[src/rtl/smp_fifo_pkg.sv]
package smp_fifo_pkg;
    // Status word bit positions (decoded by host software)
    localparam int ST_NE   = 0;
    localparam int ST_OVF  = 3;
    localparam int ST_EOA  = 4;
    localparam int ST_IRQ  = 6;
    localparam int ST_TC   = 7;

    // Control word bit positions
    localparam int CT_DMA_EN  = 3;
    localparam int CT_FIFO_IE = 8;
    localparam int CT_HALF    = 9;
    localparam int CT_TC_IE   = 11;
    localparam int CT_DEMAND  = 12;

    localparam int REG_W = 16;

    typedef enum logic [1:0] {
        DM_IDLE = 2'd0,
        DM_REQ  = 2'd1,
        DM_GAP  = 2'd2
    } dma_state_e;

    typedef struct packed {
        logic dma_en;
        logic fifo_ie;
        logic half_sel;
        logic tc_ie;
        logic demand;
    } ctrl_t;
endpackage

[src/rtl/smp_fifo_store.sv]
module smp_fifo_store #(
    parameter int DATA_W = 16,
    parameter int DEPTH  = 16
) (
    input  logic              clk,
    input  logic              rst_n,
    input  logic              clr,
    input  logic              push,
    input  logic [DATA_W-1:0] push_data,
    input  logic              pop,
    output logic [DATA_W-1:0] head,
    output logic              not_empty,
    output logic              half_full,
    output logic              overflow
);
    localparam int AW = (DEPTH > 1) ? $clog2(DEPTH) : 1;
    localparam int CW = $clog2(DEPTH + 1);
    localparam logic [AW-1:0] LAST = AW'(DEPTH - 1);
    localparam logic [CW-1:0] FULL_N = CW'(DEPTH);
    localparam logic [CW-1:0] HALF_N = CW'(DEPTH / 2);

    logic [DATA_W-1:0] mem_q [DEPTH];
    logic [AW-1:0]     wr_ptr_q, rd_ptr_q;
    logic [CW-1:0]     fill_q;
    logic              ovf_q;
    logic              full, pop_ok, push_ok;

    function automatic logic [AW-1:0] bump(input logic [AW-1:0] p);
        return (p == LAST) ? '0 : p + 1'b1;
    endfunction

    assign full      = (fill_q == FULL_N);
    assign not_empty = (fill_q != '0);
    assign half_full = (fill_q >= HALF_N);
    assign pop_ok    = pop && not_empty;
    assign push_ok   = push && (!full || pop_ok);
    assign overflow  = ovf_q;
    assign head      = not_empty ? mem_q[rd_ptr_q] : '0;

    always_ff @(posedge clk) begin
        if (push_ok && !clr) begin
            mem_q[wr_ptr_q] <= push_data;
        end
    end

    always_ff @(posedge clk or negedge rst_n) begin
        if (!rst_n) begin
            wr_ptr_q <= '0;
            rd_ptr_q <= '0;
            fill_q   <= '0;
            ovf_q    <= 1'b0;
        end else if (clr) begin
            wr_ptr_q <= '0;
            rd_ptr_q <= '0;
            fill_q   <= '0;
            ovf_q    <= 1'b0;
        end else begin
            if (push_ok) begin
                wr_ptr_q <= bump(wr_ptr_q);
            end
            if (pop_ok) begin
                rd_ptr_q <= bump(rd_ptr_q);
            end
            unique case ({push_ok, pop_ok})
                2'b10:   fill_q <= fill_q + 1'b1;
                2'b01:   fill_q <= fill_q - 1'b1;
                default: fill_q <= fill_q;
            endcase
            if (push && !push_ok) begin
                ovf_q <= 1'b1;
            end
        end
    end
endmodule

[src/rtl/smp_xfer_cnt.sv]
module smp_xfer_cnt #(
    parameter int CNT_W = 16
) (
    input  logic             clk,
    input  logic             rst_n,
    input  logic             load,
    input  logic [CNT_W-1:0] load_val,
    input  logic             dec,
    input  logic             tc_clr,
    output logic             tc_flag
);
    localparam logic [CNT_W-1:0] ONE = CNT_W'(1);

    logic [CNT_W-1:0] cnt_q;
    logic             tc_q;
    logic             hit;

    assign hit     = dec && !load && (cnt_q == ONE);
    assign tc_flag = tc_q;

    always_ff @(posedge clk or negedge rst_n) begin
        if (!rst_n) begin
            cnt_q <= '0;
        end else if (load) begin
            cnt_q <= load_val;
        end else if (dec && cnt_q != '0) begin
            cnt_q <= cnt_q - 1'b1;
        end
    end

    always_ff @(posedge clk or negedge rst_n) begin
        if (!rst_n) begin
            tc_q <= 1'b0;
        end else if (tc_clr) begin
            tc_q <= 1'b0;
        end else if (hit) begin
            tc_q <= 1'b1;
        end
    end
endmodule

[src/rtl/smp_dma_seq.sv]
module smp_dma_seq
    import smp_fifo_pkg::*;
(
    input  logic clk,
    input  logic rst_n,
    input  logic dma_en,
    input  logic demand,
    input  logic not_empty,
    input  logic tc_flag,
    input  logic dma_ack,
    output logic dma_req,
    output logic ack_ok
);
    dma_state_e state_q, state_d;
    logic       go;

    assign go = dma_en && not_empty && !tc_flag;

    always_ff @(posedge clk or negedge rst_n) begin
        if (!rst_n) begin
            state_q <= DM_IDLE;
        end else begin
            state_q <= state_d;
        end
    end

    always_comb begin
        state_d = state_q;
        unique case (state_q)
            DM_IDLE: begin
                if (go) state_d = DM_REQ;
            end
            DM_REQ: begin
                if (!go)           state_d = DM_IDLE;
                else if (dma_ack)  state_d = demand ? DM_REQ : DM_GAP;
            end
            DM_GAP: begin
                state_d = DM_IDLE;
            end
            default: state_d = DM_IDLE;
        endcase
    end

    always_comb begin
        dma_req = 1'b0;
        unique case (state_q)
            DM_REQ:  dma_req = go;
            DM_IDLE,
            DM_GAP:  dma_req = 1'b0;
            default: dma_req = 1'b0;
        endcase
        ack_ok = dma_req && dma_ack;
    end
endmodule

[src/rtl/smp_fifo_dma.sv]
module smp_fifo_dma
    import smp_fifo_pkg::*;
#(
    parameter int DATA_W = 16,
    parameter int DEPTH  = 16,
    parameter int CNT_W  = 16
) (
    input  logic              clk,
    input  logic              rst_n,
    input  logic              smp_valid,
    input  logic [DATA_W-1:0] smp_data,
    input  logic              acq_done,
    input  logic              rd_pop,
    output logic [DATA_W-1:0] rd_data,
    input  logic              fifo_clr,
    input  logic              ctrl_we,
    input  logic [REG_W-1:0]  ctrl_wdata,
    input  logic              xfer_load,
    input  logic [CNT_W-1:0]  xfer_count,
    input  logic              tc_clr,
    input  logic              dma_ack,
    output logic              dma_req,
    output logic              irq,
    output logic [REG_W-1:0]  status
);
    ctrl_t ctrl_q;
    logic  eoa_q;
    logic  not_empty, half_full, overflow, tc_flag, ack_ok, pop;
    logic  fifo_cond;
    logic  unused_ctrl_bits;

    assign unused_ctrl_bits = ^{ctrl_wdata[REG_W-1:CT_DEMAND+1], ctrl_wdata[CT_TC_IE-1],
                                ctrl_wdata[CT_FIFO_IE-1:CT_DMA_EN+1], ctrl_wdata[CT_DMA_EN-1:0]};

    always_ff @(posedge clk or negedge rst_n) begin
        if (!rst_n) begin
            ctrl_q <= '0;
        end else if (ctrl_we) begin
            ctrl_q.dma_en   <= ctrl_wdata[CT_DMA_EN];
            ctrl_q.fifo_ie  <= ctrl_wdata[CT_FIFO_IE];
            ctrl_q.half_sel <= ctrl_wdata[CT_HALF];
            ctrl_q.tc_ie    <= ctrl_wdata[CT_TC_IE];
            ctrl_q.demand   <= ctrl_wdata[CT_DEMAND];
        end
    end

    always_ff @(posedge clk or negedge rst_n) begin
        if (!rst_n) begin
            eoa_q <= 1'b0;
        end else if (fifo_clr) begin
            eoa_q <= 1'b0;
        end else if (acq_done) begin
            eoa_q <= 1'b1;
        end
    end

    assign pop = rd_pop || ack_ok;

    smp_fifo_store #(
        .DATA_W (DATA_W),
        .DEPTH  (DEPTH)
    ) u_store (
        .clk       (clk),
        .rst_n     (rst_n),
        .clr       (fifo_clr),
        .push      (smp_valid),
        .push_data (smp_data),
        .pop       (pop),
        .head      (rd_data),
        .not_empty (not_empty),
        .half_full (half_full),
        .overflow  (overflow)
    );

    smp_dma_seq u_seq (
        .clk       (clk),
        .rst_n     (rst_n),
        .dma_en    (ctrl_q.dma_en),
        .demand    (ctrl_q.demand),
        .not_empty (not_empty),
        .tc_flag   (tc_flag),
        .dma_ack   (dma_ack),
        .dma_req   (dma_req),
        .ack_ok    (ack_ok)
    );

    smp_xfer_cnt #(
        .CNT_W (CNT_W)
    ) u_cnt (
        .clk      (clk),
        .rst_n    (rst_n),
        .load     (xfer_load),
        .load_val (xfer_count),
        .dec      (ack_ok),
        .tc_clr   (tc_clr),
        .tc_flag  (tc_flag)
    );

    assign fifo_cond = ctrl_q.half_sel ? half_full : not_empty;
    assign irq = (ctrl_q.fifo_ie && (fifo_cond || eoa_q)) || (ctrl_q.tc_ie && tc_flag);

    always_comb begin
        status         = '0;
        status[ST_NE]  = not_empty;
        status[ST_OVF] = overflow;
        status[ST_EOA] = eoa_q;
        status[ST_IRQ] = irq;
        status[ST_TC]  = tc_flag;
    end
endmodule

[config.mk]
export PLATFORM = sky130hd
export DESIGN_NAME = smp_fifo_dma
export DESIGN_NICKNAME = d
export VERILOG_FILES = /design/src/rtl/smp_fifo_pkg.sv /design/src/rtl/smp_fifo_store.sv /design/src/rtl/smp_xfer_cnt.sv /design/src/rtl/smp_dma_seq.sv /design/src/rtl/smp_fifo_dma.sv
export SDC_FILE = /design/constraint.sdc
export NUM_CORES = 1
export LEC_CHECK = 0
export BUFFER_PORTS_ARGS = -buffer_cell sky130_fd_sc_hd__buf_4
export CORE_ASPECT_RATIO = 1.4
export CORE_MARGIN = 3
export CORE_UTILIZATION = 53
export CTS_BUF_LIST = sky130_fd_sc_hd__clkbuf_8
export DETAILED_ROUTE_END_ITERATION = 12
export GPL_ROUTABILITY_DRIVEN = 0
export PLACE_DENSITY = 0.72
export REMOVE_ABC_BUFFERS = 1
export SLEW_MARGIN = 20
export SYNTH_ARGS = -nofsm -noshare
export SYNTH_HDL_FRONTEND = slang
export SYNTH_SLANG_ARGS = --single-unit
[constraint.sdc]
create_clock -name clk -period 3.7 [get_ports clk]
set_input_delay 0.74 -clock clk [delete_from_list [all_inputs] [get_ports clk]]
set_output_delay 0.74 -clock clk [all_outputs]
set_load 0.02 [all_outputs]
Word-level counts from Yosys, hierarchy flattened
Memories as Yosys holds them, arrays and structs flattened.
Index checks and enable logic that the tools add are counted.
- add/subtract/negate cells: 5
- order comparisons: 1
- eq/ne operators: 9
- muxes and demuxes: 26
- reductions and logical operators: 32
- operators with widths (cell ; number):
    $mux W16 ; 3
    $mux W4 ; 6
    $eq A16 B1 Y1 const B ; 1
    $reduce_bool A16 Y1 ; 1
    $sub A16 B1 Y16 const B ; 1
    $logic_and A1 B1 Y1 ; 12
    $reduce_bool A2 Y1 ; 6
    $mux W1 ; 10
    $pmux W5 S2 ; 1
    $add A4 B1 Y4 const B ; 2
    $eq A4 B4 Y1 const B ; 2
    $mux W2 ; 4
    $add A5 B1 Y5 const B ; 1
    $eq A5 B5 Y1 const B ; 1
    $ge A5 B4 Y1 const B ; 1
    $logic_not A1 Y1 ; 5
    $mux W5 ; 1
    $reduce_bool A5 Y1 ; 1
    $sub A5 B1 Y5 const B ; 1
    $eq A2 B1 Y1 const B ; 2
    $logic_or A1 B1 Y1 ; 4
    $pmux W2 S2 ; 1
    $ne A3 B3 Y1 const B ; 1
    $reduce_bool A3 Y1 ; 1
    4 further kinds ; 4
- register bits after elaboration: 39
- RAM bits: 256
- bits of input ports: 58
- output and inout port bits: 34
- word-level logic and storage cells: 87
- memories: 1
- memories (name ; words ; bits a word ; rd ports ; clocked after memory_dff ; write ports ; RTL line ; source):
    u_store.mem_q ; 16 ; 16 ; 1 ; 0 ; 1 ; smp_fifo_store.sv:22 ; logic [DATA_W-1:0] mem_q [DEPTH];

Logic depth before layout (Yosys ltp)
Gate-level depths: netlist of the first run.
- depth in word-level cells: 13
- gate-level depth with buffers: 11
- gate-level depth less buffers: 10

Cells and area by module
A second synthesis of the first run with hierarchy kept.
- cells, all modules: 697
- area, all modules: 12434.4 µm²
- by module, submodules not included (module ; instances ; cells each ; area an instance (µm²) ; sequential area each (µm²)):
    smp_fifo_store ; 1 ; 521 ; 10752.8 ; 8037.7
    smp_xfer_cnt ; 1 ; 131 ; 1199.9 ; 425.4
    smp_fifo_dma ; 1 ; 36 ; 367.9 ; 150.1
    smp_dma_seq ; 1 ; 9 ; 113.9 ; 50.0

Worst setup path after synthesis of the first run
Ideal clock, no wire load.
- kind: input-to-reg
- start: input dma_ack
- end: memory u_store.mem_q[1][0] (enable)
- library setup time: 430 ps
- data arrival time: 3069 ps
- required time: 3270 ps
- path slack: 201 ps
- cell stages on the path: 5
- buffers on the path: 0
- cells stage by stage: and2_1 a21o_1 nor2_1 or2_2 nor4_1
- word-level cells in the longest chain between the ends: 8
- ends and longest elaborated chain (what ; RTL line ; source):
    from (decl) ; smp_fifo_dma.sv:21 ; input logic dma_ack,
    $logic_and A1 B1 Y1 ; smp_dma_seq.sv:52 ; ack_ok = dma_req && dma_ack;
    $logic_or A1 B1 Y1 ; smp_fifo_dma.sv:57 ; assign pop = rd_pop || ack_ok;
    $logic_and A1 B1 Y1 ; smp_fifo_store.sv:35 ; assign pop_ok = pop && not_empty;
    $logic_or A1 B1 Y1 ; smp_fifo_store.sv:36 ; assign push_ok = push && (!full || pop_ok);
    $logic_and A1 B1 Y1 ; smp_fifo_store.sv:36 ;
    $logic_and A1 B1 Y1 ; smp_fifo_store.sv:41 ; if (push_ok && !clr) begin
    $mux W1 ; smp_fifo_store.sv:41 ;
    $mux W1 (implied by the code) ; smp_fifo_store.sv:42 ; mem_q[wr_ptr_q] <= push_data;
    to (decl) ; smp_fifo_store.sv:22 ;
No other way between the ends.

Worst setup path after layout of the first run
- start: register u_store.fill_q[1]
- end: output rd_data[7]
- word-level cells in the longest chain between the ends: 2
- ends and longest elaborated chain (what ; RTL line ; source):
    from (decl) ; smp_fifo_store.sv:24 ; logic [CW-1:0] fill_q;
    from (signal assigned) ; smp_fifo_store.sv:65 ; 2'b10: fill_q <= fill_q + 1'b1;
    from (signal assigned) ; smp_fifo_store.sv:66 ; 2'b01: fill_q <= fill_q - 1'b1;
    from (signal assigned) ; smp_fifo_store.sv:67 ; default: fill_q <= fill_q;
    $reduce_bool A5 Y1 ; smp_fifo_store.sv:33 ; assign not_empty = (fill_q != '0);
    $mux W16 ; smp_fifo_store.sv:38 ; assign head = not_empty ? mem_q[rd_ptr_q] : '0;
    to (decl) ; smp_fifo_dma.sv:14 ; output logic [DATA_W-1:0] rd_data,
No other way between the ends.

==> flow_results.xml, run 1 <==
<?xml version="1.0" encoding="UTF-8"?>
<metrics>
  <group name="status">
    <metric name="run_status" unit="">completed</metric>
  </group>
  <group name="logic_synthesis">
    <metric name="synth_largest_area_cell" unit="">sky130_fd_sc_hd__edfxtp_1</metric>
    <metric name="synth_enable_flop_cells" unit="">256</metric>
    <metric name="yosys_register_bits" unit="">295</metric>
    <metric name="synth.area.top_cells" unit="">sky130_fd_sc_hd__edfxtp_1 (63%), sky130_fd_sc_hd__mux4_2 (15%), sky130_fd_sc_hd__dfrtp_1 (8.0%), sky130_fd_sc_hd__and2_1 (1.1%), sky130_fd_sc_hd__xnor2_1 (1.1%)</metric>
    <metric name="postSynth.topFlopCell" unit="">sky130_fd_sc_hd__edfxtp_1</metric>
    <metric name="ys_async_sr_fraction" unit="%">13.2</metric>
    <metric name="post_synth_instance_area" unit="mm2">0.0122</metric>
    <metric name="synth_most_common_cell" unit="">sky130_fd_sc_hd__edfxtp_1</metric>
    <metric name="synthCells" unit="">661</metric>
    <metric name="synth_warnings" unit="">0</metric>
    <metric name="synth_top_area_share" unit="%">62.9</metric>
    <metric name="syn_avg_cell_area" unit="um2">18.5</metric>
    <metric name="synth.yosys.seq_area_share" unit="%">70.9</metric>
    <metric name="synth_top_cells_by_count" unit="">sky130_fd_sc_hd__edfxtp_1 (256), sky130_fd_sc_hd__mux4_2 (80), sky130_fd_sc_hd__dfrtp_1 (39), sky130_fd_sc_hd__nand2_1 (29), sky130_fd_sc_hd__clkbuf_1 (27)</metric>
    <metric name="synth_cell_type_count" unit="">53</metric>
  </group>
  <group name="layout">
    <metric name="layout-drive-gt1-share" unit="%">32.9</metric>
    <metric name="synthToLayoutAreaGrowth" unit="%">15.8</metric>
    <metric name="diodes" unit="">0</metric>
    <metric name="fin_nets" unit="">851</metric>
    <metric name="num-fill-cells" unit="">1639</metric>
  </group>
  <group name="timing">
    <metric name="layout_worst_path_cycle_share" unit="%">95.5</metric>
    <metric name="worst_pin_slew" unit="ns">0.707</metric>
    <metric name="max_frequency" unit="MHz">283</metric>
    <metric name="setup_viol" unit="">0</metric>
    <metric name="grt_setup_unrepaired" unit="">false</metric>
    <metric name="timing.final.crit_period" unit="ns">3.53</metric>
    <metric name="final-max-slew-violation-count" unit="">0</metric>
    <metric name="final.setup.tns" unit="ns">0</metric>
    <metric name="final_hold_viol_count" unit="">0</metric>
    <metric name="hold-worst-slack" unit="ns">0.187</metric>
    <metric name="max_slew_margin" unit="%">52.8</metric>
    <metric name="timing.clock.skew" unit="ns">0.0178</metric>
  </group>
  <group name="setup_path">
    <metric name="worst-endpoint-arrival" unit="ns">2.79</metric>
    <metric name="timing.critical_path.cells" unit="">or4_1 -&gt; nor2_2 -&gt; clkinvlp_4 -&gt; buf_4 -&gt; and2_1 -&gt; buf_4</metric>
    <metric name="critical_path.max_stage_delay" unit="ns">0.66</metric>
    <metric name="timing.critical_path.to_type" unit="">output port</metric>
    <metric name="crit_slowest_cell" unit="">sky130_fd_sc_hd__or4_1</metric>
    <metric name="cp.required" unit="ns">2.96</metric>
    <metric name="crit_path_start_kind" unit="">register</metric>
    <metric name="critical-path-top-cell-by-count" unit="">sky130_fd_sc_hd__buf_4</metric>
    <metric name="crit_path_max_fanout" unit="">9</metric>
    <metric name="critPathKind" unit="">register to output port</metric>
  </group>
  <group name="clock_tree">
    <metric name="cts_hold_repair.buffers" unit="">0</metric>
    <metric name="clock_tree.buffer_depth" unit="">3</metric>
    <metric name="cts_buffers" unit="">43</metric>
    <metric name="clock_insertion_delay_worst_skew" unit="ns">0.53</metric>
    <metric name="cts.htree.levels" unit="">2</metric>
    <metric name="clock_sinks" unit="">295</metric>
    <metric name="cts_root_buf" unit="">sky130_fd_sc_hd__clkbuf_8</metric>
    <metric name="clock_slew_at_reported_path_ffs" unit="ns">0.06</metric>
    <metric name="tritoncts" unit="">yes</metric>
  </group>
  <group name="routing">
    <metric name="drt-wirelength-per-cell" unit="um">22.9</metric>
    <metric name="dr.first_iter.drc_count" unit="">487</metric>
    <metric name="route.detailed.drc" unit="">0</metric>
    <metric name="wirelength" unit="um">25500</metric>
    <metric name="via_count_normalized_by_instance_count" unit="">5.88</metric>
    <metric name="postRouteAntennaNets" unit="">0</metric>
    <metric name="drt_first_pass_iters" unit="">4</metric>
    <metric name="dr_total_vias" unit="">6539</metric>
  </group>
  <group name="die">
    <metric name="floorplan.die.height" unit="um">186</metric>
    <metric name="starting_density" unit="%">54.0</metric>
    <metric name="die_x" unit="um">134</metric>
    <metric name="placement_rows" unit="">65</metric>
    <metric name="die-area" unit="mm2">0.0249</metric>
    <metric name="num_io_pins" unit="">92</metric>
    <metric name="core_area" unit="mm2">0.0226</metric>
  </group>
  <group name="min_path">
    <metric name="hold_path_class" unit="">primary input to async pin</metric>
  </group>
  <group name="global_route">
    <metric name="globalRoute.totalOverflow" unit="">0</metric>
    <metric name="number_of_global_route_vias_before_repair" unit="">6961</metric>
    <metric name="grtUsageTotal" unit="%">20.8</metric>
    <metric name="grt_antenna_before_repair" unit="">0</metric>
    <metric name="grt_start_max_net_pins" unit="">40</metric>
    <metric name="global_route_wire_length_before_repair" unit="um">39200</metric>
  </group>
  <group name="placed_design">
    <metric name="place.detailed.hpwl" unit="um">15800</metric>
    <metric name="io_buffer_count" unit="">69</metric>
  </group>
  <group name="run">
    <metric name="cap_viol_max_count" unit="">0</metric>
  </group>
  <group name="pwr">
    <metric name="post-layout-total-power" unit="mW">8.49</metric>
    <metric name="power.density" unit="mW/mm2">600</metric>
    <metric name="power.ir.vdd_worst" unit="uV">365</metric>
    <metric name="total_leakage_power" unit="nW">4.79</metric>
  </group>
</metrics>
-- report_power, final --
group | internal [mW] | total, mW | switching, mW
Sequential | 3.71 | 3.84 | 0.138
Combinational | 1.18 | 2.35 | 1.16
Clock | 1.15 | 2.30 | 1.15
Total | 6.04 | 8.49 | 2.45
-- final timing paths --
kind,slack [ns],start,endpoint,cells past startpoint
min in group clk,0.36,tc_clr,u_cnt.tc_flag,2
max in group asynchronous,3.12,rst_n,u_store.rd_ptr_q[0],1
min,0.19,rst_n,u_cnt.cnt_q[15],1
max reg2reg,0.23,u_store.fill_q[1],u_store.fill_q[4],10
min reg2reg,0.48,ctrl_q[0],u_seq.state_q[1],1
max,0.17,u_store.fill_q[1],rd_data[7],6
-- flip-flops by register name, indices dropped and copies added, names as in the netlist, 2 cells and up --
signal	flops
u_store.mem_q	256
u_cnt.cnt_q	16
u_store.wr_ptr_q	4
u_store.fill_q	5
ctrl_q	5
u_seq.state_q	2
u_store.rd_ptr_q	4
-- cells in the final DEF, fill, tap and decap left out, types with 3 or more instances in the layout --
master and n:
sky130_fd_sc_hd__a2111oi_0 3, sky130_fd_sc_hd__a211oi_1 4, sky130_fd_sc_hd__a21o_1 4, sky130_fd_sc_hd__a21oi_1 14
sky130_fd_sc_hd__a31oi_1 4, sky130_fd_sc_hd__and2_1 21, sky130_fd_sc_hd__buf_12 7, sky130_fd_sc_hd__buf_4 107
sky130_fd_sc_hd__clkbuf_8 43, sky130_fd_sc_hd__clkinv_1 13, sky130_fd_sc_hd__clkinvlp_4 4, sky130_fd_sc_hd__conb_1 11
sky130_fd_sc_hd__dfrtp_1 37, sky130_fd_sc_hd__edfxtp_1 256, sky130_fd_sc_hd__ha_1 10, sky130_fd_sc_hd__inv_1 22
sky130_fd_sc_hd__mux2_2 6, sky130_fd_sc_hd__mux4_2 80, sky130_fd_sc_hd__nand2_1 29, sky130_fd_sc_hd__nand3_1 7
sky130_fd_sc_hd__nor2_1 22, sky130_fd_sc_hd__nor3_1 10, sky130_fd_sc_hd__nor3b_2 3, sky130_fd_sc_hd__nor4_1 7
sky130_fd_sc_hd__nor4_2 4, sky130_fd_sc_hd__o211ai_1 3, sky130_fd_sc_hd__o21ai_0 19, sky130_fd_sc_hd__or2_2 3
sky130_fd_sc_hd__or3_1 3, sky130_fd_sc_hd__or4_1 6, sky130_fd_sc_hd__xnor2_1 15
-- stage by stage --
step	utilization [%]	setup slack, ns	instance area [um2]	std cells
6_report	62.6	0.166	14100	1112
4_1_cts	62.1	0.00631	14000	1100
2_1_floorplan	-	-1.00	12000	621
3_3_place_gp	58.7	0.489	13300	1025
3_5_place_dp	58.7	0.442	13300	1025
5_1_grt	62.6	0.0444	14100	1112
-- kinds of logic after synthesis --
kind of cell,after synthesis,share of synthesized area (%)
buffers and inverters,60,2.38
multiplexers,87,15.4
AO/OA/AOI/OAI,63,3.28
AND/OR/NAND/NOR,127,5.61
XOR/XNOR,17,1.22
other,1,0.0307
adder cells (fa/ha/maj),11,1.19
flip-flops,295,70.9
-- layout make-up --
class | count | area, um2 | area share [%]
sequential | 295 | 8670 | 61.3
multi-input combinational | 316 | 3330 | 23.6
timing repair buffer | 115 | 971 | 6.86
clock buffer | 43 | 592 | 4.18
tap | 301 | 377 | 2.66
clock inverter | 31 | 156 | 1.11
inverter | 10 | 41.3 | 0.292
timing repair inverter | 1 | 7.51 | 0.0531
-- routing by layer --
metal	track usage [%]	share of wire [%]
met1	25.7	38
met4	7.29	2.6
met3	3.87	5.8
met5	0	0
met2	37.3	54
-- worst max-delay path, delay by kind of cell (launching register included) --
kind          cells  cell delay (ns)
buf+inv           3             0.57
flops             1             0.44
simple gates      3             1.27
-- what timing repair did --
action                                  4_1_cts  5_1_grt
gates resized for setup                       0        3
endpoints found under the setup margin       15       18
buffers inserted                              1       11
cloned                                        0        1
hold endpoints to repair                      0        0
Power figures use the tool's default switching activity.
==> run 2, diff against run 1 <==
Settings changed: CORE_UTILIZATION 53 to 55, PLACE_DENSITY 0.72 to 0.74.
==> run 2 against run 1 <==
- register-to-register slack improved by 0.15 ns
- final cell count fell by 1.6%
- worst setup slack improved by 0.038 ns
- hold slack got worse by 0.021 ns
- combinational power fell by 3%
- first-iteration DRC count rose by 10%
- sequential share of layout area rose by 0.23 points
- design area fell by 0.37%
- wire length rose by 0.13%
- count of clock-buffer cells in the layout rose by 2
- clock power rose by 7%
- maximum frequency rose by 1.1%
- highest routed layer unchanged
==> flow_results.xml, run 2 (synthesis results as in run 1) <==
<?xml version="1.0" encoding="UTF-8"?>
<metrics>
  <group name="setup_path">
    <metric name="rr_startpoint" unit="">u_store.fill_q[1]</metric>
    <metric name="r2r_setup_slack" unit="ns">0.38</metric>
    <metric name="crit_path_max_fanout" unit="">26</metric>
    <metric name="reg2regPathDepth" unit="">10</metric>
    <metric name="critPathKind" unit="">register to output port</metric>
    <metric name="timing.critical_path.to_type" unit="">output port</metric>
    <metric name="cp.required" unit="ns">2.96</metric>
    <metric name="worstReg2RegEnd" unit="">u_store.fill_q[4]</metric>
    <metric name="worst-endpoint-arrival" unit="ns">2.76</metric>
    <metric name="crit_path_start_kind" unit="">register</metric>
  </group>
  <group name="layout">
    <metric name="regMostFlops" unit="">u_store.mem_q</metric>
    <metric name="post_layout_utilization_of_the_core" unit="%">65.5</metric>
    <metric name="layout-drive-gt1-share" unit="%">32.9</metric>
    <metric name="fin_nets" unit="">838</metric>
    <metric name="layout_commonest_cell" unit="">sky130_fd_sc_hd__edfxtp_1</metric>
    <metric name="synthToLayoutAreaGrowth" unit="%">15.4</metric>
    <metric name="diodes" unit="">0</metric>
    <metric name="instances_no_fill" unit="">1094</metric>
    <metric name="most-common-layout-cells" unit="">sky130_fd_sc_hd__edfxtp_1 (256), sky130_fd_sc_hd__buf_4 (96), sky130_fd_sc_hd__mux4_2 (80), sky130_fd_sc_hd__clkbuf_8 (45), sky130_fd_sc_hd__dfrtp_1 (37)</metric>
    <metric name="largest_register_ffs" unit="">256</metric>
    <metric name="regs_by_ff_count" unit="">u_store.mem_q: 256 flops, u_cnt.cnt_q: 16 flops</metric>
  </group>
  <group name="routing">
    <metric name="drt_first_pass_iters" unit="">5</metric>
    <metric name="drt-wirelength-per-cell" unit="um">23.3</metric>
    <metric name="postRouteAntennaNets" unit="">0</metric>
    <metric name="dr_total_vias" unit="">6546</metric>
    <metric name="wirelength" unit="um">25500</metric>
    <metric name="dr.first_iter.drc_count" unit="">536</metric>
    <metric name="route.detailed.drc" unit="">0</metric>
    <metric name="via_count_normalized_by_instance_count" unit="">5.98</metric>
  </group>
  <group name="clock_tree">
    <metric name="clock_slew_at_reported_path_ffs" unit="ns">0.06</metric>
    <metric name="cts_hold_repair.buffers" unit="">0</metric>
    <metric name="clock_insertion_delay_worst_skew" unit="ns">0.54</metric>
    <metric name="clock_tree.buffer_depth" unit="">3</metric>
    <metric name="tritoncts" unit="">yes</metric>
    <metric name="clock_sinks" unit="">295</metric>
    <metric name="cts_root_buf" unit="">sky130_fd_sc_hd__clkbuf_8</metric>
    <metric name="cts.htree.levels" unit="">2</metric>
    <metric name="cts_buffers" unit="">43</metric>
  </group>
  <group name="run">
    <metric name="cap_viol_max_count" unit="">0</metric>
  </group>
  <group name="global_route">
    <metric name="number_of_global_route_vias_before_repair" unit="">6988</metric>
    <metric name="grt_antenna_before_repair" unit="">0</metric>
    <metric name="grt_start_max_net_pins" unit="">40</metric>
    <metric name="grtUsageTotal" unit="%">21.6</metric>
    <metric name="global_route_wire_length_before_repair" unit="um">39500</metric>
    <metric name="globalRoute.totalOverflow" unit="">0</metric>
  </group>
  <group name="pwr">
    <metric name="pwr-share-seq" unit="%">44.7</metric>
    <metric name="power.density" unit="mW/mm2">607</metric>
    <metric name="total_leakage_power" unit="nW">4.80</metric>
    <metric name="p_switching" unit="mW">2.43</metric>
    <metric name="cell_internal_pwr" unit="mW">6.13</metric>
    <metric name="switching_share" unit="%">28.4</metric>
    <metric name="share_of_power_burned_in_the_clock_network" unit="%">28.8</metric>
    <metric name="post-layout-total-power" unit="mW">8.56</metric>
    <metric name="power.ir.vdd_worst" unit="uV">388</metric>
    <metric name="combinationalPowerShare" unit="%">26.6</metric>
  </group>
  <group name="status">
    <metric name="run_status" unit="">completed</metric>
  </group>
  <group name="timing">
    <metric name="max_slew_margin" unit="%">54.6</metric>
    <metric name="max_frequency" unit="MHz">286</metric>
    <metric name="layout_worst_path_cycle_share" unit="%">94.5</metric>
    <metric name="setup_viol" unit="">0</metric>
    <metric name="worst_pin_slew" unit="ns">0.676</metric>
    <metric name="final_hold_viol_count" unit="">0</metric>
    <metric name="timing.clock.skew" unit="ns">0.0137</metric>
    <metric name="timing.final.crit_period" unit="ns">3.50</metric>
    <metric name="worst_path_setup_slack_after_routing" unit="ns">0.204</metric>
    <metric name="final-max-slew-violation-count" unit="">0</metric>
    <metric name="grt_setup_unrepaired" unit="">false</metric>
  </group>
  <group name="placed_design">
    <metric name="placedCellCount" unit="">1007</metric>
    <metric name="preCtsSetupSlack" unit="ns">0.446</metric>
    <metric name="io_buffer_count" unit="">69</metric>
    <metric name="place.detailed.hpwl" unit="um">15000</metric>
  </group>
  <group name="die">
    <metric name="core_area" unit="mm2">0.0215</metric>
    <metric name="floorplan.die.height" unit="um">182</metric>
    <metric name="placement_rows" unit="">63</metric>
    <metric name="num_io_pins" unit="">92</metric>
    <metric name="starting_density" unit="%">56.8</metric>
    <metric name="die_x" unit="um">132</metric>
    <metric name="die-area" unit="mm2">0.0241</metric>
  </group>
  <group name="min_path">
    <metric name="hold_path_class" unit="">primary input to async pin</metric>
  </group>
</metrics>
run 2: cell count changes in the layout (fill, tap and decap cells not counted), sizes merged:
| cell | delta |
|---|---|
| inv | +7 |
| clkinv | -4 |
| bufinv | +1 |
| clkbuf | +2 |
| buf | -12 |
| clkinvlp | -3 |
run 2: critical path, stage by stage, from the launching register on:
cell,delay (ns)
sky130_fd_sc_hd__dfrtp_2,0.77
sky130_fd_sc_hd__buf_12,0.28
sky130_fd_sc_hd__mux4_2,0.34
sky130_fd_sc_hd__mux4_2,0.46
sky130_fd_sc_hd__and2_1,0.19
sky130_fd_sc_hd__buf_4,0.16
run 2: worst max-delay path by stage:
| stage | start | end | depth (start not counted) |
|---|---|---|---|
| 2_1_floorplan | u_store.rd_ptr_q[0] | rd_data[0] | 3 |
| 3_3_place_gp | u_store.rd_ptr_q[0] | rd_data[3] | 5 |
| 3_5_place_dp | u_store.fill_q[1] | u_store.fill_q[4] | 10 |
| 4_1_cts | u_store.rd_ptr_q[0] | rd_data[12] | 5 |
| 5_1_grt | u_store.rd_ptr_q[1] | rd_data[0] | 5 |
| 6_report | u_store.rd_ptr_q[1] | rd_data[5] | 5 |
run 2: repair_timing:
action                                  in CTS  in global routing
hold endpoints to repair                     0                  0
buffers inserted                             1                  8
gates cloned                                 0                  0
endpoints found under the setup margin      11                  6
resized for setup                            0                  0
run 2: per-layer routing:
metal  track usage, %  wire length (um)
met1             26.6              9440
met2             38.1             13700
met3             4.72              1630
met4             7.57               750
met5                0                 0
run 2: stage by stage:
step	hold WS [ns]	cell area (um2)	TNS [ns]
after floorplan	0.428	12000	-16.05
after global placement	0.448	13200	0
after detailed placement	0.459	13200	0
after CTS	0.161	14000	0
after global routing	0.181	14100	0
final	0.166	14100	0
run 2: power groups by stage:
stage	Combinational [mW]	Clock [mW]	Sequential [mW]
floorplan	1.31	0	4.02
global placement	2.03	0	3.95
detailed placement	2.11	0	3.96
CTS	2.18	2.51	3.87
global route	2.46	2.66	3.83
finish	2.27	2.46	3.82
run 2: final cells by class:
| class | instances | area [um2] |
|---|---|---|
| fillers | 1424 | 7430 |
| clock inverters | 33 | 194 |
| multi-input cells | 316 | 3340 |
| well taps | 292 | 365 |
| flip-flops and latches | 295 | 8670 |
| repair buffers | 103 | 868 |
| clock buffers | 45 | 619 |
| inverters | 10 | 37.5 |
==> run 3, diff against run 2 <==
Settings changed: PLACE_DENSITY 0.74 to 0.77.
Clock period 3.7 ns to 2.8 ns, I/O delays scaled along.
==> run 3 against run 2 <==
- the flow now finishes with violations (setup timing)
- critical path depth grew 1
- register-to-register slack worse by 0.23 ns
- core utilization increased by 2.5 points
- die area did not move
- power increased by 40%
- sequential power grew 31%
- worst setup slack worse by 0.58 ns
- non-clock buffer count increased by 30
- design area is 3.8% higher
- critical path type unchanged
==> flow_results.xml, run 3 (synthesis results as in run 1) <==
<?xml version="1.0" encoding="UTF-8"?>
<metrics>
  <group name="setup_path">
    <metric name="timing.critical_path.to_type" unit="">output port</metric>
    <metric name="cp.required" unit="ns">2.24</metric>
    <metric name="crit_path_start_kind" unit="">register</metric>
    <metric name="crit_buf_inv" unit="">3</metric>
    <metric name="worst-endpoint-arrival" unit="ns">2.62</metric>
    <metric name="critPathKind" unit="">register to output port</metric>
    <metric name="timing.critical_path.cells" unit="">buf_6 -&gt; clkbuf_16 -&gt; mux4_2 -&gt; mux4_2 -&gt; and2_4 -&gt; buf_6</metric>
    <metric name="critical_path.max_stage_delay" unit="ns">0.51</metric>
    <metric name="crit_path_max_fanout" unit="">5</metric>
    <metric name="crit_slowest_cell" unit="">sky130_fd_sc_hd__mux4_2</metric>
    <metric name="cpLargestDelayFamily" unit="">multiplexers</metric>
  </group>
  <group name="timing">
    <metric name="worst_path_setup_slack_after_routing" unit="ns">-0.381</metric>
    <metric name="final-max-slew-violation-count" unit="">0</metric>
    <metric name="grt_setup_unrepaired" unit="">true</metric>
    <metric name="max_slew_margin" unit="%">53.9</metric>
    <metric name="final_hold_viol_count" unit="">0</metric>
    <metric name="layout_worst_path_cycle_share" unit="%">114</metric>
    <metric name="worst_pin_slew" unit="ns">0.691</metric>
    <metric name="max_frequency" unit="MHz">314</metric>
    <metric name="setup_viol" unit="">16</metric>
    <metric name="timing.final.crit_period" unit="ns">3.18</metric>
    <metric name="timing.clock.skew" unit="ns">0.0186</metric>
  </group>
  <group name="layout">
    <metric name="layout-drive-gt1-share" unit="%">36.6</metric>
    <metric name="regs_by_ff_count" unit="">u_store.mem_q: 256 flops, u_cnt.cnt_q: 16 flops</metric>
    <metric name="layout_commonest_cell" unit="">sky130_fd_sc_hd__edfxtp_1</metric>
    <metric name="fin_nets" unit="">868</metric>
    <metric name="most-common-layout-cells" unit="">sky130_fd_sc_hd__edfxtp_1 (256), sky130_fd_sc_hd__buf_4 (87), sky130_fd_sc_hd__mux4_2 (80), sky130_fd_sc_hd__clkbuf_8 (44), sky130_fd_sc_hd__dfrtp_1 (37)</metric>
    <metric name="synthToLayoutAreaGrowth" unit="%">19.7</metric>
    <metric name="diodes" unit="">0</metric>
    <metric name="largest_register_ffs" unit="">256</metric>
    <metric name="num-fill-cells" unit="">1357</metric>
    <metric name="post_layout_utilization_of_the_core" unit="%">68.0</metric>
    <metric name="area.sequential" unit="mm2">0.00867</metric>
    <metric name="area_used_by_multi_input_combinational_logic" unit="mm2">0.00339</metric>
    <metric name="regMostFlops" unit="">u_store.mem_q</metric>
  </group>
  <group name="routing">
    <metric name="postRouteAntennaNets" unit="">0</metric>
    <metric name="dr_total_vias" unit="">6742</metric>
    <metric name="via_count_normalized_by_instance_count" unit="">6.00</metric>
    <metric name="route.detailed.drc" unit="">0</metric>
    <metric name="drt_first_pass_iters" unit="">5</metric>
    <metric name="drt-wirelength-per-cell" unit="um">24.3</metric>
    <metric name="dr.first_iter.drc_count" unit="">610</metric>
    <metric name="wirelength" unit="um">27200</metric>
  </group>
  <group name="placed_design">
    <metric name="io_buffer_count" unit="">69</metric>
    <metric name="place.detailed.hpwl" unit="um">15800</metric>
  </group>
  <group name="die">
    <metric name="die_x" unit="um">132</metric>
    <metric name="starting_density" unit="%">56.8</metric>
    <metric name="num_io_pins" unit="">92</metric>
    <metric name="die-area" unit="mm2">0.0241</metric>
    <metric name="floorplan.die.height" unit="um">182</metric>
    <metric name="placement_rows" unit="">63</metric>
    <metric name="core_area" unit="mm2">0.0215</metric>
  </group>
  <group name="global_route">
    <metric name="globalRoute.totalOverflow" unit="">0</metric>
    <metric name="grt_antenna_before_repair" unit="">0</metric>
    <metric name="global_route_wire_length_before_repair" unit="um">40200</metric>
    <metric name="grt_start_max_net_pins" unit="">40</metric>
    <metric name="grtUsageTotal" unit="%">22.0</metric>
    <metric name="number_of_global_route_vias_before_repair" unit="">7163</metric>
  </group>
  <group name="clock_tree">
    <metric name="cts_root_buf" unit="">sky130_fd_sc_hd__clkbuf_8</metric>
    <metric name="cts.htree.levels" unit="">2</metric>
    <metric name="cts_buffers" unit="">43</metric>
    <metric name="clock_sinks" unit="">295</metric>
    <metric name="tritoncts" unit="">yes</metric>
    <metric name="clock_tree.buffer_depth" unit="">3</metric>
    <metric name="clock_slew_at_reported_path_ffs" unit="ns">0.06</metric>
    <metric name="clock_insertion_delay_worst_skew" unit="ns">0.55</metric>
  </group>
  <group name="pwr">
    <metric name="total_leakage_power" unit="nW">5.01</metric>
    <metric name="power.density" unit="mW/mm2">820</metric>
    <metric name="post-layout-total-power" unit="mW">12.0</metric>
    <metric name="power.ir.vdd_worst" unit="uV">428</metric>
  </group>
  <group name="min_path">
    <metric name="hold_path_class" unit="">primary input to register</metric>
  </group>
  <group name="run">
    <metric name="cap_viol_max_count" unit="">0</metric>
  </group>
  <group name="status">
    <metric name="run_status" unit="">complete, but fails checks</metric>
    <metric name="violated_checks" unit="">setup timing</metric>
  </group>
</metrics>
run 3: changes by cell type in the layout (fill, tap and decap cells not counted), moves of 9 or more:
cell                       change
sky130_fd_sc_hd__buf_6        +23
sky130_fd_sc_hd__and2_1       -16
sky130_fd_sc_hd__inv_1         -9
sky130_fd_sc_hd__buf_4         -9
sky130_fd_sc_hd__buf_12        +9
sky130_fd_sc_hd__and2_4       +16
sky130_fd_sc_hd__clkinv_1     +12
run 3: stage by stage:
step / hold WS [ns] / setup WS [ns] / instance area [um2] / setup TNS, ns / instances
2_1_floorplan: 0.264 / -1.72 / 12000 / -70.26 / 621
3_3_place_gp: 0.439 / 0.131 / 13400 / 0 / 1029
3_5_place_dp: 0.458 / -0.00332 / 13400 / -0.00332 / 1029
4_1_cts: 0.146 / -0.423 / 14300 / -5.77 / 1107
5_1_grt: 0.141 / -0.445 / 14600 / -6.56 / 1123
6_report: 0.167 / -0.381 / 14600 / -5.46 / 1123
run 3: layout make-up:
| class | instances | share of cell area [%] |
|---|---|---|
| clock buffers | 44 | 4.14 |
| well taps | 292 | 2.50 |
| inverters | 10 | 0.257 |
| repair buffers | 133 | 9.57 |
| flip-flops and latches | 295 | 59.3 |
| clock inverters | 33 | 1.12 |
| multi-input cells | 316 | 23.1 |
run 3: layer usage:
| metal | vias to the layer above | part of all wire (%) | GRT usage (%) |
|---|---|---|---|
| met5 | - | 0 | 0 |
| met4 | 0 | 3.1 | 8.58 |
| met3 | 59 | 6.3 | 4.11 |
| met2 | 299 | 55 | 39.1 |
| met1 | 3467 | 36 | 26.8 |
| li1 | 2917 | - | - |
run 3: worst paths after layout:
path | start | end | slack (ns) | cells past startpoint
worst max-delay path | u_store.rd_ptr_q[0] | rd_data[0] | -0.38 | 6
worst min-delay path | tc_clr | u_cnt.tc_flag | 0.17 | 2
worst max register to register | u_store.fill_q[1] | u_store.fill_q[4] | 0.15 | 11
worst min register to register | ctrl_q[0] | u_seq.state_q[1] | 0.47 | 1
max in group asynchronous | rst_n | u_store.rd_ptr_q[0] | 1.88 | 2
min in group asynchronous | rst_n | ctrl_q[1] | 0.53 | 2
run 3: what timing repair did:
action                                  in CTS  in global routing
setup buffers                                0                  7
endpoints found under the setup margin      19                 20
pin swaps                                   10                  6
gates resized for setup                     25                 20
hold endpoints to repair                    39                  0
cloned                                       0                  9
hold buffers                                 1                  0
run 3: worst register-to-register path, stage by stage, from the launching register on:
cell	delay, ns
sky130_fd_sc_hd__dfrtp_1	0.39
sky130_fd_sc_hd__or4_4	0.58
sky130_fd_sc_hd__nor2_4	0.12
sky130_fd_sc_hd__or3_4	0.16
sky130_fd_sc_hd__inv_1	0.08
sky130_fd_sc_hd__ha_1	0.32
sky130_fd_sc_hd__nor2_1	0.12
sky130_fd_sc_hd__a21oi_1	0.07
sky130_fd_sc_hd__buf_4	0.16
sky130_fd_sc_hd__or3_1	0.34
sky130_fd_sc_hd__nand3_1	0.11
sky130_fd_sc_hd__a31oi_1	0.08
run 3: report_power, final:
group	switching, mW	internal [mW]	total (mW)	leakage, nW
Clock	1.58	1.56	3.13	0.429
Combinational	1.73	2.12	3.86	1.78
Sequential	0.0995	4.90	5.00	2.80
Total	3.41	8.58	12.0	5.01
